==> src/rtl/fab_pkg.sv <==
package fab_pkg;
  localparam int WORD_W = 32;
  localparam int LEN_W  = 24;
  localparam int STA_W  = 16;
  localparam int BAND_W = 10;
  localparam int MIN_LEN = 3;

  typedef enum logic [1:0] {W_IDLE, W_HDR, W_PAY, W_SKIP} wr_state_t;
  typedef enum logic {R_IDLE, R_RUN} rd_state_t;
endpackage

==> src/rtl/fab_hdr_check.sv <==
module fab_hdr_check
  import fab_pkg::*;
#(
  parameter int SLOT_WORDS = 64
) (
  input  logic [LEN_W-1:0]  len,
  input  logic [STA_W-1:0]  sta,
  input  logic [BAND_W-1:0] band,
  input  logic [LEN_W-1:0]  len_lo,
  input  logic [LEN_W-1:0]  len_hi,
  input  logic [STA_W-1:0]  sta_lo,
  input  logic [STA_W-1:0]  sta_hi,
  input  logic [BAND_W-1:0] band_lo,
  input  logic [BAND_W-1:0] band_hi,
  output logic              fields_ok
);
  localparam int MAX_LEN = SLOT_WORDS / 2 + 2;

  logic len_ok, sta_ok, band_ok, len_fits;

  always_comb begin
    len_fits  = (len >= LEN_W'(MIN_LEN)) && (len <= LEN_W'(MAX_LEN));
    len_ok    = (len >= len_lo) && (len <= len_hi);
    sta_ok    = (sta >= sta_lo) && (sta <= sta_hi);
    band_ok   = (band >= band_lo) && (band <= band_hi);
    fields_ok = len_fits && len_ok && sta_ok && band_ok;
  end
endmodule

==> src/rtl/fab_slot_ram.sv <==
module fab_slot_ram #(
  parameter int DW    = 32,
  parameter int DEPTH = 128,
  localparam int AW   = $clog2(DEPTH)
) (
  input  logic          clk,
  input  logic          we,
  input  logic [AW-1:0] wa,
  input  logic [DW-1:0] wd,
  input  logic          re,
  input  logic [AW-1:0] ra,
  output logic [DW-1:0] q
);
  logic [DW-1:0] mem [DEPTH];

  always_ff @(posedge clk) begin
    if (we) mem[wa] <= wd;
    if (re) q <= mem[ra];
  end
endmodule

==> src/rtl/fab_writer.sv <==
module fab_writer
  import fab_pkg::*;
#(
  parameter int SLOT_WORDS = 64,
  localparam int SW_LOG = $clog2(SLOT_WORDS),
  localparam int IW     = SW_LOG + 1,
  localparam int AW     = SW_LOG + 1
) (
  input  logic              clk,
  input  logic              rst,
  input  logic              in_valid,
  input  logic              in_sof,
  input  logic [WORD_W-1:0] in_data,
  input  logic [LEN_W-1:0]  len_lo,
  input  logic [LEN_W-1:0]  len_hi,
  input  logic [STA_W-1:0]  sta_lo,
  input  logic [STA_W-1:0]  sta_hi,
  input  logic [BAND_W-1:0] band_lo,
  input  logic [BAND_W-1:0] band_hi,
  input  logic [1:0]        slot_busy,
  output logic              wr_en,
  output logic [AW-1:0]     wr_addr,
  output logic [WORD_W-1:0] wr_data,
  output logic              done,
  output logic              done_slot,
  output logic [IW-1:0]     done_len,
  output logic              ev_inv,
  output logic              ev_rng,
  output logic              ev_ovr
);
  wr_state_t        st_q;
  logic [1:0]       hcnt_q;
  logic             inv_q;
  logic [LEN_W-1:0] len_q;
  logic             slot_q;
  logic [IW-1:0]    widx_q;
  logic [IW-1:0]    plen_q;

  logic          fields_ok, decide, no_free, free_slot, last_w;
  logic [IW-1:0] plen_n;

  fab_hdr_check #(.SLOT_WORDS(SLOT_WORDS)) u_chk (
    .len(len_q), .sta(in_data[15:0]), .band(in_data[25:16]),
    .len_lo(len_lo), .len_hi(len_hi), .sta_lo(sta_lo), .sta_hi(sta_hi),
    .band_lo(band_lo), .band_hi(band_hi), .fields_ok(fields_ok)
  );

  always_comb begin
    no_free   = &slot_busy;
    free_slot = slot_busy[0];
    plen_n    = IW'({len_q, 1'b0} - (LEN_W+1)'(4));
    decide    = in_valid && !in_sof && (st_q == W_HDR) && (hcnt_q == 2'd3);
    wr_en     = in_valid && !in_sof && (st_q == W_PAY);
    wr_addr   = {slot_q, widx_q[SW_LOG-1:0]};
    wr_data   = in_data;
    last_w    = (widx_q == plen_q - 1'b1);
    done      = wr_en && last_w;
    done_slot = slot_q;
    done_len  = plen_q;
    ev_inv    = decide && inv_q;
    ev_rng    = decide && !inv_q && !fields_ok;
    ev_ovr    = (in_valid && in_sof && (st_q == W_PAY)) ||
                (decide && !inv_q && fields_ok && no_free);
  end

  always_ff @(posedge clk) begin
    if (rst) begin
      st_q   <= W_IDLE;
      hcnt_q <= '0;
      inv_q  <= 1'b0;
      len_q  <= '0;
      slot_q <= 1'b0;
      widx_q <= '0;
      plen_q <= '0;
    end else if (in_valid) begin
      if (in_sof) begin
        if (st_q == W_PAY) begin
          st_q <= W_SKIP;
        end else begin
          st_q   <= W_HDR;
          hcnt_q <= 2'd1;
          inv_q  <= in_data[31];
        end
      end else begin
        case (st_q)
          W_HDR: begin
            if (hcnt_q == 2'd3) begin
              if (inv_q || !fields_ok || no_free) begin
                st_q <= W_SKIP;
              end else begin
                st_q   <= W_PAY;
                slot_q <= free_slot;
                widx_q <= '0;
                plen_q <= plen_n;
              end
            end else begin
              if (hcnt_q == 2'd2) len_q <= in_data[LEN_W-1:0];
              hcnt_q <= hcnt_q + 2'd1;
            end
          end
          W_PAY: begin
            widx_q <= widx_q + 1'b1;
            if (last_w) st_q <= W_IDLE;
          end
          default: ;
        endcase
      end
    end
  end
endmodule

==> src/rtl/fab_reader.sv <==
module fab_reader
  import fab_pkg::*;
#(
  parameter int SLOT_WORDS = 64,
  localparam int SW_LOG = $clog2(SLOT_WORDS),
  localparam int IW     = SW_LOG + 1,
  localparam int AW     = SW_LOG + 1
) (
  input  logic               clk,
  input  logic               rst,
  input  logic               tick,
  input  logic [1:0]         slot_ok,
  input  logic [1:0][IW-1:0] slot_len,
  output logic               rd_en,
  output logic [AW-1:0]      rd_addr,
  output logic [1:0]         clr,
  output logic               o_valid,
  output logic               o_eof,
  output logic               o_ok
);
  rd_state_t     st_q;
  logic          rslot_q;
  logic [IW-1:0] ridx_q;

  logic          run, cur_ok, last;
  logic [IW-1:0] cur_len;

  always_comb begin
    run     = (st_q == R_RUN);
    cur_ok  = slot_ok[rslot_q];
    cur_len = slot_len[rslot_q];
    last    = !cur_ok || (ridx_q == cur_len - 1'b1);
    rd_en   = run;
    rd_addr = {rslot_q, ridx_q[SW_LOG-1:0]};
    clr     = '0;
    if (run && last && cur_ok) clr[rslot_q] = 1'b1;
  end

  always_ff @(posedge clk) begin
    if (rst) begin
      st_q    <= R_IDLE;
      rslot_q <= 1'b0;
      ridx_q  <= '0;
      o_valid <= 1'b0;
      o_eof   <= 1'b0;
      o_ok    <= 1'b0;
    end else begin
      o_valid <= run;
      o_eof   <= run && last;
      o_ok    <= run && cur_ok;
      if (!run) begin
        if (tick) begin
          st_q    <= R_RUN;
          rslot_q <= 1'b0;
          ridx_q  <= '0;
        end
      end else if (last) begin
        ridx_q <= '0;
        if (rslot_q) st_q <= R_IDLE;
        rslot_q <= ~rslot_q;
      end else begin
        ridx_q <= ridx_q + 1'b1;
      end
    end
  end
endmodule

==> src/rtl/frame_admit_buf.sv <==
module frame_admit_buf
  import fab_pkg::*;
#(
  parameter int SLOT_WORDS = 64,
  parameter int CNT_W      = 16
) (
  input  logic              clk,
  input  logic              rst,
  input  logic              in_valid,
  input  logic              in_sof,
  input  logic [31:0]       in_data,
  input  logic              in_tick,
  input  logic [23:0]       cfg_len_lo,
  input  logic [23:0]       cfg_len_hi,
  input  logic [15:0]       cfg_sta_lo,
  input  logic [15:0]       cfg_sta_hi,
  input  logic [9:0]        cfg_band_lo,
  input  logic [9:0]        cfg_band_hi,
  output logic              out_valid,
  output logic [31:0]       out_data,
  output logic              out_eof,
  output logic              out_frame_ok,
  output logic [1:0]        slot_valid,
  output logic [CNT_W-1:0]  cnt_accept,
  output logic [CNT_W-1:0]  cnt_range,
  output logic [CNT_W-1:0]  cnt_invalid,
  output logic [CNT_W-1:0]  cnt_overrun
);
  localparam int SW_LOG = $clog2(SLOT_WORDS);
  localparam int IW     = SW_LOG + 1;
  localparam int AW     = SW_LOG + 1;
  localparam int DEPTH  = 2 * SLOT_WORDS;
  localparam int N_EV   = 4;

  logic              wr_en, done, done_slot, ev_inv, ev_rng, ev_ovr;
  logic [AW-1:0]     wr_addr, rd_addr;
  logic [WORD_W-1:0] wr_data;
  logic [IW-1:0]     done_len;
  logic              rd_en;
  logic [1:0]        clr, set_v;
  logic [1:0]        valid_q;
  logic [1:0][IW-1:0] len_q;
  logic [N_EV-1:0]   ev;
  logic [CNT_W-1:0]  cnt [N_EV];

  fab_writer #(.SLOT_WORDS(SLOT_WORDS)) u_wr (
    .clk(clk), .rst(rst), .in_valid(in_valid), .in_sof(in_sof), .in_data(in_data),
    .len_lo(cfg_len_lo), .len_hi(cfg_len_hi), .sta_lo(cfg_sta_lo), .sta_hi(cfg_sta_hi),
    .band_lo(cfg_band_lo), .band_hi(cfg_band_hi), .slot_busy(valid_q),
    .wr_en(wr_en), .wr_addr(wr_addr), .wr_data(wr_data), .done(done),
    .done_slot(done_slot), .done_len(done_len),
    .ev_inv(ev_inv), .ev_rng(ev_rng), .ev_ovr(ev_ovr)
  );

  fab_slot_ram #(.DW(WORD_W), .DEPTH(DEPTH)) u_ram (
    .clk(clk), .we(wr_en), .wa(wr_addr), .wd(wr_data),
    .re(rd_en), .ra(rd_addr), .q(out_data)
  );

  fab_reader #(.SLOT_WORDS(SLOT_WORDS)) u_rd (
    .clk(clk), .rst(rst), .tick(in_tick), .slot_ok(valid_q), .slot_len(len_q),
    .rd_en(rd_en), .rd_addr(rd_addr), .clr(clr),
    .o_valid(out_valid), .o_eof(out_eof), .o_ok(out_frame_ok)
  );

  always_comb begin
    set_v = '0;
    if (done) set_v[done_slot] = 1'b1;
  end

  always_ff @(posedge clk) begin
    if (rst) begin
      valid_q <= '0;
      len_q   <= '0;
    end else begin
      valid_q <= (valid_q & ~clr) | set_v;
      if (done) len_q[done_slot] <= done_len;
    end
  end

  assign ev = {ev_ovr, ev_inv, ev_rng, done};

  for (genvar g = 0; g < N_EV; g++) begin : g_cnt
    logic [CNT_W-1:0] c_q;
    always_ff @(posedge clk) begin
      if (rst)        c_q <= '0;
      else if (ev[g]) c_q <= c_q + 1'b1;
    end
    assign cnt[g] = c_q;
  end

  assign slot_valid  = valid_q;
  assign cnt_accept  = cnt[0];
  assign cnt_range   = cnt[1];
  assign cnt_invalid = cnt[2];
  assign cnt_overrun = cnt[3];
endmodule

==> config.mk <==
export PLATFORM = sky130hd
export DESIGN_NAME = frame_admit_buf
export DESIGN_NICKNAME = d
export VERILOG_FILES = /design/src/rtl/fab_pkg.sv /design/src/rtl/fab_hdr_check.sv /design/src/rtl/fab_slot_ram.sv /design/src/rtl/fab_writer.sv /design/src/rtl/fab_reader.sv /design/src/rtl/frame_admit_buf.sv
export SDC_FILE = /design/constraint.sdc
export NUM_CORES = 2
export LEC_CHECK = 0
export BUFFER_PORTS_ARGS = -buffer_cell sky130_fd_sc_hd__buf_2
export CAP_MARGIN = 0
export CORE_ASPECT_RATIO = 1.2
export CORE_MARGIN = 3
export CORE_UTILIZATION = 45
export CTS_BUF_LIST = sky130_fd_sc_hd__clkbuf_8
export CTS_CLUSTER_DIAMETER = 40
export DETAILED_ROUTE_END_ITERATION = 10
export GPL_ROUTABILITY_DRIVEN = 0
export PLACE_DENSITY = 0.56
export SYNTH_ARGS = -nofsm -noshare
export SYNTH_HDL_FRONTEND = slang
export SYNTH_SLANG_ARGS = --single-unit
==> constraint.sdc <==
create_clock -name clk -period 10.26 [get_ports clk]
set_clock_uncertainty 0.2 [all_clocks]
set_input_delay 2.052 -clock clk [delete_from_list [all_inputs] [get_ports clk]]
set_output_delay 2.052 -clock clk [all_outputs]
set_load 0.005 [all_outputs]
Word level (Yosys, flattened, before mapping)

Memory sizes are Yosys's and may differ from the RTL's. A register that Yosys moved wholly into a read port is not among the register bits.
Cells that the tools add are included.

Register bits: 136
RAM bits: 4096
Bits of input ports: 137
Output and inout bits: 101
Logic and storage cells: 146
Memories: 1

Add/sub/neg operators: 10
Magnitude comparators: 12
Eq/ne operators: 13
Muxes and demuxes: 38
Bitwise gates (word level): 8
Reduce and logical (&&, ||, !) cells: 44

Memory list:

| name      | depth | width | rd ports | clocked after Yosys merged registers in | write ports | RTL line           | text |
|---|---|---|---|---|---|---|---|
| u_ram.mem | 128   | 32    | 1        | 1                                       | 1           | fab_slot_ram.sv:14 | `logic [DW-1:0] mem [DEPTH];` |

Operators by type and width:

| kind                                                                                 | number |
|---|---|
| 16-bit by 1-bit adder with 16-bit output, second input constant                      | 4 |
| 7-bit two-way mux                                                                    | 8 |
| 24-bit by 2-bit greater-or-equal comparator with 1-bit output, second input constant | 1 |
| 24-bit greater-or-equal comparator                                                   | 1 |
| 24-bit <= comparator                                                                 | 1 |
| 24-bit by 6-bit <= comparator with 1-bit output, second input constant               | 1 |
| 1-bit logical AND                                                                    | 24 |
| 2-bit two-way mux                                                                    | 10 |
| 16-bit greater-or-equal comparator                                                   | 1 |
| 16-bit <= comparator                                                                 | 1 |
| 5-bit AND reduction                                                                  | 3 |
| 7-bit by 1-bit adder with 7-bit output, second input constant                        | 2 |
| 14-bit bitwise mux                                                                   | 1 |
| 7-bit == test                                                                        | 2 |
| 1-bit two-way mux                                                                    | 14 |
| 7-bit case mux with 2 select lines                                                   | 1 |
| 7-bit by 1-bit subtractor with 7-bit output, second input constant                   | 2 |
| 10-bit greater-or-equal comparator                                                   | 1 |
| 10-bit <= comparator                                                                 | 1 |
| 2-bit inequality test, second input constant                                         | 5 |
| 4-bit AND reduction                                                                  | 2 |
| 7-bit demux with 1-bit select                                                        | 1 |
| 7-bit by 3-bit subtractor with 7-bit output, second input constant                   | 1 |
| 2-bit == test, second input constant                                                 | 3 |
| 18 further kinds                                                                     | 34 |

Longest topological paths before layout

Depth in word-level cells: 12
Depth in mapped cells: 12
Depth with buffers taken out: 10

By module

From an unflattened synthesis, not the netlist that was laid out.

Cells, all modules: 7122
Area, all modules: 165765.2 um^2

By module, submodules not included:

| module          | instances | cells an instance | area each (um^2) | seq. area each (um^2) |
|---|---|---|---|---|
| fab_slot_ram    | 1         | 5990              | 156596.4         | 123958.9 |
| frame_admit_buf | 1         | 384               | 3389.5           | 1601.5 |
| fab_hdr_check   | 1         | 350               | 2547.4           | 0.0 |
| fab_writer      | 1         | 290               | 2323.5           | 860.8 |
| fab_reader      | 1         | 108               | 908.4            | 240.2 |

Worst setup path before layout

OpenSTA, ideal clock, no wires.

Path type: input port to flip-flop
Start point: in in_sof
End point: mem u_ram.mem[117][0] (enable)
Setup time: 0.421 ns
Arrival: 4.504 ns
Data required time: 9.639 ns
Slack: 5.135 ns
Stages: 7
Path buffers: 2
Cells stage by stage: clkbuf_1 > inv_1 > nand2_1 > nor2_1 > nand3_1 > clkbuf_1 > nor2_1

Longest elaborated chain between the ends: 5

Ends and longest elaborated chain:

| element                                 | RTL line              | text |
|---|---|---|
| from (decl)                             | frame_admit_buf.sv:10 | `input logic in_sof,` |
| 1-bit logical NOT                       | fab_writer.sv:53      | `wr_en = in_valid && !in_sof && (st_q == W_PAY);` |
| 1-bit logical AND (2 in a row)          | fab_writer.sv:53      |  |
| 1-bit two-way mux                       | fab_slot_ram.sv:17    | `if (we) mem[wa] <= wd;` |
| 1-bit two-way mux (implied by the code) | fab_slot_ram.sv:17    |  |
| to (decl)                               | fab_slot_ram.sv:14    |  |

No other way between the ends.

Worst setup path after layout

Start point: in in_data[5]
End point: reg g_cnt[1].c_q[0], in the netlist cnt_range[0]

Longest elaborated chain between the ends: 6
Elaborated cells on any way between the ends: 7
Those cells by class: 2 x order compare; 5 x reduce/logical

Ends and longest elaborated chain:

| element                                                                           | RTL line              | text |
|---|---|---|
| from (decl)                                                                       | frame_admit_buf.sv:11 | `input logic [31:0] in_data,` |
| 16-bit greater-or-equal comparator / 16-bit <= comparator (equally long branches) | fab_hdr_check.sv:24   | `sta_ok = (sta >= sta_lo) && (sta <= sta_hi);` |
| 1-bit logical AND (*)                                                             | fab_hdr_check.sv:24   |  |
| 1-bit logical AND (*) (2 in a row)                                                | fab_hdr_check.sv:26   | `fields_ok = len_fits && len_ok && sta_ok && band_ok;` |
| 1-bit logical NOT (*)                                                             | fab_writer.sv:61      | `ev_rng = decide && !inv_q && !fields_ok;` |
| 1-bit logical AND (*)                                                             | fab_writer.sv:61      |  |
| to (signal assigned)                                                              | frame_admit_buf.sv:87 | `else if (ev[g]) c_q <= c_q + 1'b1;` |
| to (decl)                                                                         | frame_admit_buf.sv:84 | `logic [CNT_W-1:0] c_q;` |

Mark *: on every way between the ends. The rest lies on a longest branch, timed or not.
A chain may end at the register's enable or synchronous reset.

==> run summary <==
outcome: finished, final reports clean
site row count: 243
pins over their slew limit: 0
worst r2r src: u_rd.ridx_q[1]
Achievable Freq: 193 MHz
Reg clk slew, reported paths: 0.06 ns
RSZ-0062 raised after global routing: no
reg-to-reg endpoint: u_ram.q[28]
sequential fraction of the synthesis area: 76.5%
Clk Latency, worst-skew pair: 1.19 ns
critical path depth: 10
count of distinct cell types in the synthesized netlist: 70
largest area contributor in the netlist: edfxtp_1
DP HPWL: 256 mm
share of layout cells above drive strength 1: 32.9%
vias in the first global route: 82,600
Synth Instances: 7,165
H-tree level count: 6
io pins: 238
Hold WC Path Type: flip-flop to flip-flop
Routed Antenna Nets: 0
Max Fanout on Critical Path: 68
initial antenna violation count: 72
Die ar.: 375,000 sq um
core area: 365,000 sq um
max incr delay on CP: 1.09 ns
Setup violations, final: 0
Initial Util: 45.3%
via count: 79,800
first-pass GRT wire length: 633 mm
setup tns final: 0 ns
Cell Area, Synth: 165,000 sq um
Port-buffer cells: 237
Critical Path Start: in_data[5]
Syn Nets: 7,415
Pwr Density: 175 nW/um^2
crit path capture type: flip-flop
Worst VDD drop: 137 uV
fillers: 28,900
CTS tree: built
Worst slew margin: 7.94%
Max-Cap Viols: 0
gr usage total: 23.9%
GR Overflow Total: 0
clk buf depth: 4
Routed WL per cell: 33.9 microns
Post-CTS Hold Fix Bufs: 0
crit path capture: cnt_range[0]
yosys warns: 0
most common cell after layout, fill and taps aside: edfxtp_1
startpoint types: input pin
clock net sink count: 4,261
clock root buffer: clkbuf_8
CP max stage cell: nor4_4
chip width: 560 microns
Die Ht: 670 microns
routed wire length: 452 mm
Worst Path Buf+Inv: 1
Synth top area share: 74.9%
Pleak: 57.1 nW
r2r worst-path depth: 7
DR pass1 iterations: 5
synthesis-to-finish area growth: 12.4%
largest net degree at the start of global routing: 136
cell family with most CP delay: simple AND/OR/NAND/NOR gates
final count of hold timing violations: 0
most frequent cells in the layout: 4,128 x edfxtp_1, 1,344 x mux4_2, 671 x clkbuf_8
cts bufs inserted: 656
DRC: 0
Starting DRT DRC Count: 9,119
WS Path Type: input pin to flip-flop
Final Cycle Share: 50.4%
Synth Area per Inst: 23.1 sq um
Synth area leaders: edfxtp_1 75%, mux4_2 18%, dfxtp_1 1.6%
final net count: 8,174
top_reg_cell synth: edfxtp_1
worst slew pin tran: 1.38 ns
worst path arrival time: 6.04 ns
reg-to-reg setup timing slack: 5.20 ns
postcts setup bufs: 0
total power: 32.5 mW
Via density: 5.98
WP data required: 11.13 ns
ys async rst share: 0%
CP Cell Sequence: buf_4 -> ha_1 -> a21oi_1 -> o21a_1 -> o221ai_1 -> a2111oi_2 -> nor2_1 -> nor4_4 -> nor3_1 -> mux2_2
cts repair resizes: 0
min Tclk post-route: 5.17 ns
Post-synth EDFFs: 4,128
flops & latches, synth: 4,261
-- synthesized netlist by cell type (15+ instances only) --
master	number
nor3_1	23
edfxtp_1	4128
inv_1	121
xnor2_1	22
mux2i_1	24
dfxtp_1	133
nor2b_1	27
nand4_1	32
buf_1	28
ha_1	113
nand2_1	221
and3_1	18
a21o_1	15
xor2_1	22
clkbuf_1	229
nor2_1	225
mux4_2	1344
o21ai_0	37
a21oi_1	94
nand3_1	55
buf_2	100
-- power by group --
group	switching, mW	total (mW)	internal, mW
combinational	0.474	0.567	0.0933
clock	6.54	12.9	6.34
sequential	0.00815	19.1	19.1
total	7.02	32.5	25.5
-- stage by stage --
stage / util [%] / hold WS (ns) / instance area, sq um / instances / worst slack [ns]
global placement: 47.7 / 0.245 / 174000 / 12200 / 3.98
CTS: 50.9 / 0.259 / 186000 / 13300 / 5.20
finish: 50.9 / 0.258 / 186000 / 13300 / 5.09
global route: 50.9 / 0.285 / 186000 / 13300 / 4.89
detailed placement: 47.7 / 0.252 / 174000 / 12200 / 3.92
floorplan: - / 0.236 / 165000 / 7165 / 5.13
-- registers in the layout (all words and copies together), names as in the netlist, 6 cells and up --
signal	count
u_ram.mem	4096
cnt_range	16
u_wr.len_q	24
cnt_accept	16
cnt_overrun	16
len_q	12
u_ram.q	32
cnt_invalid	16
u_wr.done_len	6
u_rd.ridx_q	7
u_wr.widx_q	7
-- how the worst min path moves through the flow --
stage | cells past startpoint | from | slack, ns | end
2_1_floorplan | 2 | len_q[13] | 0.24 | len_q[13]
3_3_place_gp | 2 | len_q[13] | 0.24 | len_q[13]
3_5_place_dp | 2 | len_q[13] | 0.25 | len_q[13]
4_1_cts | 2 | len_q[13] | 0.26 | len_q[13]
5_1_grt | 2 | len_q[13] | 0.29 | len_q[13]
6_report | 2 | len_q[13] | 0.26 | len_q[13]
-- tightest hold or removal path: cells and delay by family (launching register included) --
family	cells	cell delay, ns
DFF	1	0.31
and+or+nand+nor	1	0.05
AOI/OAI and AO/OA	1	0.05
-- metal layers --
metal  vias up  GRT usage (%)  share of wire, %
li1      32100              -                 -
met1     43900           33.0                40
met2      3234           39.1                50
met3       644           3.86               7.2
met4        10           7.62               3.4
met5         -              0             0.014
-- layout make-up --
| type | instances | area, sq um | share of cell area, % |
|---|---|---|---|
| Antenna cell | 25 | 62.6 | 0.0336 |
| Clock buffer | 671 | 9240 | 4.96 |
| Clock inverter | 481 | 2420 | 1.30 |
| Inverter | 123 | 462 | 0.248 |
| Multi-Input combinational cell | 2419 | 37900 | 20.3 |
| Sequential cell | 4261 | 127000 | 68.1 |
| Tap cell | 4900 | 6130 | 3.30 |
| Timing Repair Buffer | 463 | 3200 | 1.72 |
-- kinds of logic after synthesis --
group	after synthesis	synth area share [%]
AND/OR/NAND/NOR	660	1.80
buffers and inverters	485	1.19
AO/OA/AOI/OAI	216	0.821
flip-flops	4261	76.5
XOR/XNOR	44	0.233
multiplexers	1386	18.6
adder cells (fa/ha/maj)	113	0.855
Note: power is estimated with default switching activity, not from simulation.
